`src/rtl/intr_agg_pkg.sv`:
```
package intr_agg_pkg;

  localparam int NUM_BANKS = 2;
  localparam int BANK_LO   = 0;
  localparam int BANK_HI   = 1;

  localparam logic [31:0] VERSION_WORD = 32'h0200_0000;
  localparam int          OFS_VERSION  = 'h00;

  typedef enum logic [1:0] {
    REG_MASKED   = 2'd0,
    REG_ENABLE   = 2'd1,
    REG_CLEAR    = 2'd2,
    REG_RESERVED = 2'd3
  } bank_reg_e;

  // Base offset of each bank's 16-byte register window.
  function automatic int bank_base(input int b);
    return (b == BANK_LO) ? 'h20 : 'h10;
  endfunction

endpackage

```
`src/rtl/intr_bank.sv`:
```
module intr_bank #(
  parameter int W = 32
) (
  input  logic         clk,
  input  logic         rst_n,
  input  logic [W-1:0] src_i,
  input  logic         en_we_i,
  input  logic [W-1:0] en_wdata_i,
  input  logic [W-1:0] clr_mask_i,
  output logic [W-1:0] status_o,
  output logic [W-1:0] enable_o,
  output logic [W-1:0] masked_o,
  output logic [W-1:0] status_next_o,
  output logic [W-1:0] enable_next_o
);

  logic [W-1:0] level_q, level_d;
  logic [W-1:0] status_q, status_d;
  logic [W-1:0] enable_q, enable_d;
  logic [W-1:0] rise, fall;

  always_comb begin
    rise     = src_i & ~level_q;
    fall     = ~src_i & level_q;
    level_d  = src_i;
    // A new rising edge overrides a clear aimed at the same bit.
    status_d = rise | (status_q & ~fall & ~clr_mask_i);
    enable_d = en_we_i ? en_wdata_i : enable_q;
  end

  always_ff @(posedge clk or negedge rst_n) begin
    if (!rst_n) begin
      level_q  <= '0;
      status_q <= '0;
      enable_q <= '0;
    end else begin
      level_q  <= level_d;
      status_q <= status_d;
      if (en_we_i) enable_q <= enable_d;
    end
  end

  assign status_o      = status_q;
  assign enable_o      = enable_q;
  assign masked_o      = status_q & enable_q;
  assign status_next_o = status_d;
  assign enable_next_o = enable_d;

  assert_rise_sets_R6: assert property (@(posedge clk) disable iff (!rst_n)
    (|rise) |=> ((status_q & $past(rise)) == $past(rise)));

  assert_fall_clears_R6: assert property (@(posedge clk) disable iff (!rst_n)
    (|fall) |=> ((status_q & $past(fall)) == '0));

  assert_clear_takes_R4: assert property (@(posedge clk) disable iff (!rst_n)
    (|(clr_mask_i & ~rise)) |=> ((status_q & $past(clr_mask_i & ~rise)) == '0));

  assert_set_wins_R7: assert property (@(posedge clk) disable iff (!rst_n)
    (|(clr_mask_i & rise)) |=> ((status_q & $past(clr_mask_i & rise)) == $past(clr_mask_i & rise)));

  assert_enable_write_R3: assert property (@(posedge clk) disable iff (!rst_n)
    en_we_i |=> (enable_q == $past(en_wdata_i)));

endmodule

```
`src/rtl/intr_regif.sv`:
```
module intr_regif
  import intr_agg_pkg::*;
#(
  parameter int          DATA_W  = 32,
  parameter int          ADDR_W  = 8,
  parameter logic [31:0] VERSION = VERSION_WORD
) (
  input  logic                             clk,
  input  logic                             rst_n,
  input  logic                             req_valid,
  input  logic                             req_write,
  input  logic [ADDR_W-1:0]                req_addr,
  input  logic [DATA_W-1:0]                req_wdata,
  input  logic [NUM_BANKS-1:0][DATA_W-1:0] masked_i,
  input  logic [NUM_BANKS-1:0][DATA_W-1:0] enable_i,
  output logic [NUM_BANKS-1:0]             en_we_o,
  output logic [NUM_BANKS-1:0][DATA_W-1:0] clr_mask_o,
  output logic [DATA_W-1:0]                rdata_o
);

  localparam int WIN_LSB = 4;

  logic                 word_aligned;
  logic                 version_hit;
  logic                 wr_access;
  logic                 rd_access;
  logic [NUM_BANKS-1:0] bank_hit;
  bank_reg_e            sel;
  logic [DATA_W-1:0]    rdata_d, rdata_q;

  assign word_aligned = (req_addr[1:0] == 2'b00);
  assign version_hit  = (req_addr == ADDR_W'(OFS_VERSION));
  assign wr_access    = req_valid & req_write;
  assign rd_access    = req_valid & ~req_write;
  assign sel          = bank_reg_e'(req_addr[3:2]);

  for (genvar b = 0; b < NUM_BANKS; b++) begin : g_dec
    localparam logic [ADDR_W-1:0] BASE = ADDR_W'(bank_base(b));
    assign bank_hit[b]   = word_aligned && (req_addr[ADDR_W-1:WIN_LSB] == BASE[ADDR_W-1:WIN_LSB]);
    assign en_we_o[b]    = wr_access && bank_hit[b] && (sel == REG_ENABLE);
    assign clr_mask_o[b] = (wr_access && bank_hit[b] && (sel == REG_CLEAR)) ? req_wdata : '0;
  end

  always_comb begin
    rdata_d = '0;
    if (version_hit) rdata_d = DATA_W'(VERSION);
    for (int b = 0; b < NUM_BANKS; b++) begin
      if (bank_hit[b]) begin
        case (sel)
          REG_MASKED: rdata_d = masked_i[b];
          REG_ENABLE: rdata_d = enable_i[b];
          default:    ;
        endcase
      end
    end
  end

  always_ff @(posedge clk or negedge rst_n) begin
    if (!rst_n)         rdata_q <= '0;
    else if (rd_access) rdata_q <= rdata_d;
  end

  assign rdata_o = rdata_q;

  assert_version_R1: assert property (@(posedge clk) disable iff (!rst_n)
    (rd_access && version_hit) |=> (rdata_o == DATA_W'(VERSION)));

  assert_unmapped_zero_R5: assert property (@(posedge clk) disable iff (!rst_n)
    (rd_access && !version_hit && !(|bank_hit)) |=> (rdata_o == '0));

  assert_rdata_hold_R10: assert property (@(posedge clk) disable iff (!rst_n)
    !rd_access |=> $stable(rdata_o));

  assert_one_write_strobe_R3: assert property (@(posedge clk) disable iff (!rst_n)
    $onehot0(en_we_o));

endmodule

```
`src/rtl/intr_irq_reg.sv`:
```
module intr_irq_reg #(
  parameter int NB = 2,
  parameter int W  = 32
) (
  input  logic                 clk,
  input  logic                 rst_n,
  input  logic [NB-1:0][W-1:0] status_next_i,
  input  logic [NB-1:0][W-1:0] enable_next_i,
  output logic                 irq_o
);

  logic any_d, irq_q;

  always_comb begin
    any_d = 1'b0;
    for (int b = 0; b < NB; b++) any_d = any_d | (|(status_next_i[b] & enable_next_i[b]));
  end

  always_ff @(posedge clk or negedge rst_n) begin
    if (!rst_n) irq_q <= 1'b0;
    else        irq_q <= any_d;
  end

  assign irq_o = irq_q;

endmodule

```
`src/rtl/intr_aggregator.sv`:
```
module intr_aggregator
  import intr_agg_pkg::*;
#(
  parameter int          DATA_W  = 32,
  parameter int          ADDR_W  = 8,
  parameter logic [31:0] VERSION = VERSION_WORD
) (
  input  logic              clk,
  input  logic              rst_n,
  input  logic [DATA_W-1:0] src_lo,
  input  logic [DATA_W-1:0] src_hi,
  input  logic              req_valid,
  input  logic              req_write,
  input  logic [ADDR_W-1:0] req_addr,
  input  logic [DATA_W-1:0] req_wdata,
  output logic [DATA_W-1:0] rsp_rdata,
  output logic              cpu_irq
);

  logic [NUM_BANKS-1:0][DATA_W-1:0] src_bank;
  logic [NUM_BANKS-1:0][DATA_W-1:0] status, enable, masked;
  logic [NUM_BANKS-1:0][DATA_W-1:0] status_next, enable_next;
  logic [NUM_BANKS-1:0][DATA_W-1:0] clr_mask;
  logic [NUM_BANKS-1:0]             en_we;

  assign src_bank[BANK_LO] = src_lo;
  assign src_bank[BANK_HI] = src_hi;

  intr_regif #(.DATA_W(DATA_W), .ADDR_W(ADDR_W), .VERSION(VERSION)) u_regif (
    .clk        (clk),
    .rst_n      (rst_n),
    .req_valid  (req_valid),
    .req_write  (req_write),
    .req_addr   (req_addr),
    .req_wdata  (req_wdata),
    .masked_i   (masked),
    .enable_i   (enable),
    .en_we_o    (en_we),
    .clr_mask_o (clr_mask),
    .rdata_o    (rsp_rdata)
  );

  for (genvar b = 0; b < NUM_BANKS; b++) begin : g_bank
    intr_bank #(.W(DATA_W)) u_bank (
      .clk           (clk),
      .rst_n         (rst_n),
      .src_i         (src_bank[b]),
      .en_we_i       (en_we[b]),
      .en_wdata_i    (req_wdata),
      .clr_mask_i    (clr_mask[b]),
      .status_o      (status[b]),
      .enable_o      (enable[b]),
      .masked_o      (masked[b]),
      .status_next_o (status_next[b]),
      .enable_next_o (enable_next[b])
    );
  end

  intr_irq_reg #(.NB(NUM_BANKS), .W(DATA_W)) u_irq (
    .clk           (clk),
    .rst_n         (rst_n),
    .status_next_i (status_next),
    .enable_next_i (enable_next),
    .irq_o         (cpu_irq)
  );

  assert_irq_tracks_R8: assert property (@(posedge clk) disable iff (!rst_n)
    cpu_irq == ((|(status[BANK_LO] & enable[BANK_LO])) || (|(status[BANK_HI] & enable[BANK_HI]))));

  assert_reset_quiet_R9: assert property (@(posedge clk)
    !rst_n |-> (!cpu_irq && (status == '0) && (enable == '0) && (rsp_rdata == '0)));

endmodule

```
`config.mk`:
```
export PLATFORM = sky130hd
export DESIGN_NAME = intr_aggregator
export DESIGN_NICKNAME = d
export VERILOG_FILES = /design/src/rtl/intr_agg_pkg.sv /design/src/rtl/intr_bank.sv /design/src/rtl/intr_regif.sv /design/src/rtl/intr_irq_reg.sv /design/src/rtl/intr_aggregator.sv
export SDC_FILE = /design/constraint.sdc
export NUM_CORES = 1
export LEC_CHECK = 0
export BUFFER_PORTS_ARGS = -buffer_cell sky130_fd_sc_hd__buf_2
export CAP_MARGIN = 20
export CORE_AREA = 2 2 199 201
export CTS_CLUSTER_DIAMETER = 120
export CTS_CLUSTER_SIZE = 40
export DETAILED_ROUTE_END_ITERATION = 8
export DIE_AREA = 0 0 201 203
export GPL_TIMING_DRIVEN = 0
export PLACE_DENSITY = 0.49
export SYNTH_ARGS = -nofsm -noshare
export SYNTH_HDL_FRONTEND = slang
export SYNTH_SLANG_ARGS = --single-unit
```
`constraint.sdc`:
```
create_clock -name clk -period 3.2 [get_ports clk]
set_input_delay 0.48 -clock clk [delete_from_list [all_inputs] [get_ports clk]]
set_output_delay 0.48 -clock clk [all_outputs]
set_load 0.01 [all_outputs]
```
Yosys cells after proc, flatten, opt, wreduce, memory -nomap -nowiden. Cells that the tools add are included.

Flip-flop bits (word level): 225. Latch bits: 0. Memory bits (writable): 0. Memory bits (read-only): 0. Input port bits: 108. Output and inout port bits: 33. Word-level logic and storage cells: 60. Memories kept: 0.

Add/sub/neg operators: 0. $mul: 0. Div/mod/pow operators: 0. $lt $le $gt $ge: 0. Eq/ne operators: 4. Shifts and indexed selects: 0. Muxes and demuxes: 9. Bitwise gates (word level): 26. Reductions and logical operators: 13.

Operator list (count): AND 32 bit (12); NOT 32 bit (8); 2-to-1 mux 32 bit (6); one-hot mux 32 bit (2 select lines) (2); OR 32 bit (2); OR reduction 32 bit (2); 2-to-1 mux 26 bit (1); logical AND 1 bit (8); zero test 8 bit (1); equality test 4 x 1 -> 1 bit, second input constant (1); equality test 4 x 2 -> 1 bit, second input constant (1); zero test 2 bit (2); AND 1 bit (2); equality test 2 x 1 -> 1 bit, second input constant (1); equality test 2 bit, second input constant (1); NOT 1 bit (1); OR 1 bit (1).

Logic depth before layout (Yosys ltp).
Word-level depth: 11. Depth in mapped cells: 10. Mapped depth without buffers: 7.

By module. A second synthesis with hierarchy kept.

Cell total of the unflattened synthesis: 896. Area, all modules: 11681.2 sq um.

By module, submodules not included: intr_bank (instances 2, cells an instance 295, area each 4320.4 sq um, sequential area each 2402.3 sq um); intr_regif (instances 1, cells an instance 268, area each 2652.5 sq um, sequential area each 800.8 sq um); intr_irq_reg (instances 1, cells an instance 38, area each 387.9 sq um, sequential area each 25.0 sq um).

Worst setup path before layout. No wires, ideal clock.

Path type: input to register. Start point: input port req_addr[1]. End point: register u_irq.irq_q, in the netlist u_irq.irq_o. Setup time: 140 ps. Arrival: 2526 ps. Data required time: 3060 ps. Path slack: 533 ps. Cell stages on the path: 8. Buffers on the path: 1. Cells stage by stage: or4_4 > buf_6 > o41ai_1 > maj3_1 > o22ai_1 > or4_1 > nor4_2 > nand4_1.

Longest elaborated chain between the ends: 11. Elaborated cells on any way between the ends: 24. Classes of those cells: 4 x mux; 9 x bitwise; 11 x reduce/logical.

RTL lines: start: declaration (line intr_aggregator.sv:14) `input logic [ADDR_W-1:0] req_addr,`; zero test 2 bit (*) (line intr_regif.sv:31) `assign word_aligned = (req_addr[1:0] == 2'b00);`; logical AND 1 bit (line intr_regif.sv:39) `assign bank_hit[b] = word_aligned && (req_addr[ADDR_W-1:WIN_LSB] == BASE[ADDR_W-1:WIN_LSB]);`; logical AND 1 bit (line intr_regif.sv:40, intr_regif.sv:41); logical AND 1 bit (line intr_regif.sv:41) `assign clr_mask_o[b] = (wr_access && bank_hit[b] && (sel == REG_CLEAR)) ? req_wdata : '0;`; 2-to-1 mux 32 bit (line intr_regif.sv:41); NOT 32 bit (line intr_bank.sv:27) `status_d = rise | (status_q & ~fall & ~clr_mask_i);`; AND 32 bit (line intr_bank.sv:27); OR 32 bit (line intr_bank.sv:27); AND 32 bit (line intr_irq_reg.sv:16) `for (int b = 0; b < NB; b++) any_d = any_d | (|(status_next_i[b] & enable_next_i[b]));`; OR reduction 32 bit (line intr_irq_reg.sv:16); OR 1 bit (*) (line intr_irq_reg.sv:16); via u_irq.any_d (line intr_irq_reg.sv:12) `logic any_d, irq_q;`; end signal: assignment (line intr_irq_reg.sv:21) `else irq_q <= any_d;`; end: declaration (line intr_irq_reg.sv:12).

Mark *: on every way through the listed nets, which the timed path passes. The rest lies on a longest branch. A chain may end at the register's enable or synchronous reset.

Worst setup path after layout.
Start point: input port req_addr[1]. End point: register u_irq.irq_q, in the netlist u_irq.irq_o.

Longest elaborated chain between the ends: 11. Elaborated cells on any way between the ends: 24. Classes of those cells: 4 x mux; 9 x bitwise; 11 x reduce/logical.

RTL lines: zero test 2 bit (line intr_regif.sv:31); logical AND 1 bit (line intr_regif.sv:39); logical AND 1 bit (2 in series) (line intr_regif.sv:41); 2-to-1 mux 32 bit (line intr_regif.sv:41); NOT 32 bit (line intr_bank.sv:27); AND 32 bit (line intr_bank.sv:27); OR 32 bit (line intr_bank.sv:27); via g_bank[1].u_bank.status_next_o[7] (line intr_bank.sv:13) `output logic [W-1:0] status_next_o,`; AND 32 bit (line intr_irq_reg.sv:16); OR reduction 32 bit (line intr_irq_reg.sv:16); OR 1 bit (line intr_irq_reg.sv:16); via u_irq.any_d (line intr_irq_reg.sv:12).

The timed path passes the listed nets, and every way through them passes these cells.

==> reports/metrics.cfg <==
[die]
dieArea_mm2 = 0.04080
rows = 72
start_util = 0.2496
die_w_um = 201
core_mm2 = 0.03847
io_pins = 141
die_h_um = 203

[cells_and_area]
layout.nets = 1087
final_core_util = 0.2963
area_growth_pct = 18.72
finalInstanceArea_mm2 = 0.01140
layout-drive-gt1-share = 0.2475

[timing]
tightest_slew_ns = 0.8847
min_period_ns = 2.983
hold_viol_final = 0
fmax_mhz = 335.2
slew_headroom = 0.4102
setup_violations = 0
rsz0062_at_grt = false
timing.hold.ws_ns = 0.03871
finClkSkew_ns = 0.03202
report.final.slew_viol_count = 0
final.period_utilization = 0.9323
fin_setup_tns_ns = 0

[yosys]
syn_avg_cell_area_um2 = 11.68
yosysTopAreaCellShare = 0.5865
syn-num-nets = 930
synth_area_mm2 = 0.009600
yosys-top-cells-area = dfrtp_1, o21ai_0, mux2_2
yosysSeqAreaShare = 0.5865
synth-main-ff-cell = dfrtp_1
ys_warn_count = 0
synth.distinct_cells = 55
synth_seq_cells = 225
syn_inst = 822
synth_largest_area_cell = dfrtp_1
yosysMostFrequentCell = dfrtp_1
async_flop_share = 1.000
synth_edf_count = 0
synth_common_cells = dfrtp_1, o21ai_0, inv_1

[hold_path]
hold_class = input pin to asynchronous set/reset pin

[clock_network]
clock_path_buffers = 3
cts-root-buf = clkbuf_16
cts_tree = built
htree_levels = 1
cts_hold_buf = 0
clock_latency_ns = 0.50
cts-buffers-inserted = 10
clock-sinks = 225
clk_pin_slew_ns = 0.14

[power_and_ir_drop]
ir_drop_v = 0.0002825
power.density_mw_per_mm2 = 466.7
combPwrFrac = 0.109
power_frac_clock = 0.315
power.internal_mw = 3.875
leakage_nw = 5.346
p_seq_frac = 0.575
switching_share = 0.2714
p_sw_mw = 1.444

[global_routing]
overflow = 0
grt_pass1_vias = 7476
gr-usage-all-layers = 0.1659
antenna_found_initial = 6
grt_pass1_wl_mm = 49.89
grt_max_degree = 119

[worst_setup_path]
regToRegEndpoint = u_irq.irq_o
path_class = input pin to flip-flop
cp_max_fo = 10
ff2ff_setup_slack_ns = 1.04
cp.required_ns = 3.55
worstPathArrival_ns = 3.33
reg2reg_depth = 7
worst_setup_path_end_kind = flip-flop
start_kind = input pin
reg2reg_from = g_bank[1].u_bank.status_o[26]

[drt]
drc_errors = 0
routed_wl_mm = 33.71
viasPerCell = 4.730
drtIter0Drc = 442
drtAntennaViolNets = 0
num_vias = 7099
dr.pass1.iters = 4
wl_per_cell_um = 22.46

[job]
cap_violations = 0

[placement]
placed_area_mm2 = 0.01099
gp_congestion = 0.7966
hpwlAfterDp_mm = 24.65
io_buffers = 140

[run_status]
status = complete, no violations

-- worst max-delay path by stage --
stage | slack [ns] | start | cells after the start | end
final | 0.22 | req_addr[1] | 11 | u_irq.irq_o
after global routing | 0.02 | req_addr[1] | 11 | u_irq.irq_o
after detailed placement | -0.90 | req_addr[1] | 9 | u_irq.irq_o
after global placement | -2.55 | rst_n | 1 | g_bank[1].u_bank.level_q[30]
after CTS | 0.05 | req_addr[2] | 10 | u_irq.irq_o
after floorplan | 0.53 | req_addr[1] | 8 | u_irq.irq_o
-- placed cells by master (no fill, tap or decap), types with 3 or more instances in the layout --
master and n:
clkbuf_2 3, inv_1 106, mux2_2 49, nand2b_1 6, o22ai_1 6, nor4_1 10
a22o_1 5, maj3_1 30, o22a_1 31, clkbuf_1 28, buf_4 5, a41oi_1 9
a21boi_0 6, o41ai_1 8, buf_1 3, nand4_1 6, buf_2 142, mux2i_1 12
a31o_2 3, and4_1 13, maj3_2 5, o41ai_2 4, a21boi_1 8, a21oi_1 3
o2bb2ai_1 24, nand2_1 36, nor4_2 3, o21ai_0 123, dfrtp_1 225, clkbuf_16 11
nor2b_1 6, a22oi_1 16
-- logic make-up after synthesis --
logic type | Yosys count | synth area share
simple gates | 97 | 0.06321
flops | 225 | 0.5865
buf+inv | 148 | 0.06008
mux | 63 | 0.07233
fa+ha+maj | 35 | 0.03714
compound gates | 254 | 0.1808
-- layout make-up --
type,instances,area [um^2]
Multi-Input combinational cell,449,3406
Fill cell,4043,27070
Clock buffer,11,275.3
Antenna cell,1,2.502
Tap cell,518,648.1
Timing Repair Buffer,145,768.2
Inverter,106,397.9
Clock inverter,4,70.07
Sequential cell,225,5630
Buffer,42,198.9
-- what timing repair did --
| action | in CTS | in global routing |
|---|---|---|
| setup buffers | 2 | 2 |
| endpoints found under the hold margin | 0 | 0 |
| gates resized for setup | 6 | 6 |
| pin swaps | 1 | 0 |
| setup endpoints to repair | 1 | 1 |
-- metal layers --
metal,vias to the layer above,part of all wire,wire [um],GRT usage
met3,44,0.059,1992,0.04125
met4,8,0.024,811,0.04206
met2,207,0.46,15350,0.2636
li1,3247,-,-,-
met5,-,0.0016,54,0
met1,3593,0.46,15510,0.2262
-- registers in the layout, indices dropped and copies added (netlist names) --
| signal | count |
|---|---|
| g_bank.u_bank.enable_o | 64 |
| g_bank.u_bank.level_q | 64 |
| g_bank.u_bank.status_o | 64 |
| u_irq.irq_o | 1 |
| u_regif.rdata_o | 32 |
-- power by group through the flow --
stage | Combinational (mW) | Sequential [mW] | Clock, mW
after CTS | 0.586 | 3.06 | 1.73
after floorplan | 0.269 | 3.10 | 0
final | 0.582 | 3.06 | 1.68
after global placement | 0.570 | 3.11 | 0
after global routing | 0.648 | 3.08 | 1.82
after detailed placement | 0.582 | 3.11 | 0
-- per-stage QoR --
stage               instances  power, mW  setup slack [ns]
floorplan                 822      3.369            0.5334
global placement         1480      3.683            -2.546
detailed placement       1481      3.697           -0.9048
CTS                      1498      5.379           0.04575
global route             1500      5.549           0.01745
finish                   1501      5.319            0.2165
-- worst max-delay path, stage by stage --
cell       delay (ns)
buf_2            0.12
or4_4            0.53
buf_6            0.17
buf_6            0.16
clkbuf_1         0.30
nor4_1           0.52
o2bb2ai_1        0.20
a22oi_1          0.19
nand4_1          0.15
nor4_2           0.29
nand4_1          0.20
Power figures use the tool's default switching activity.
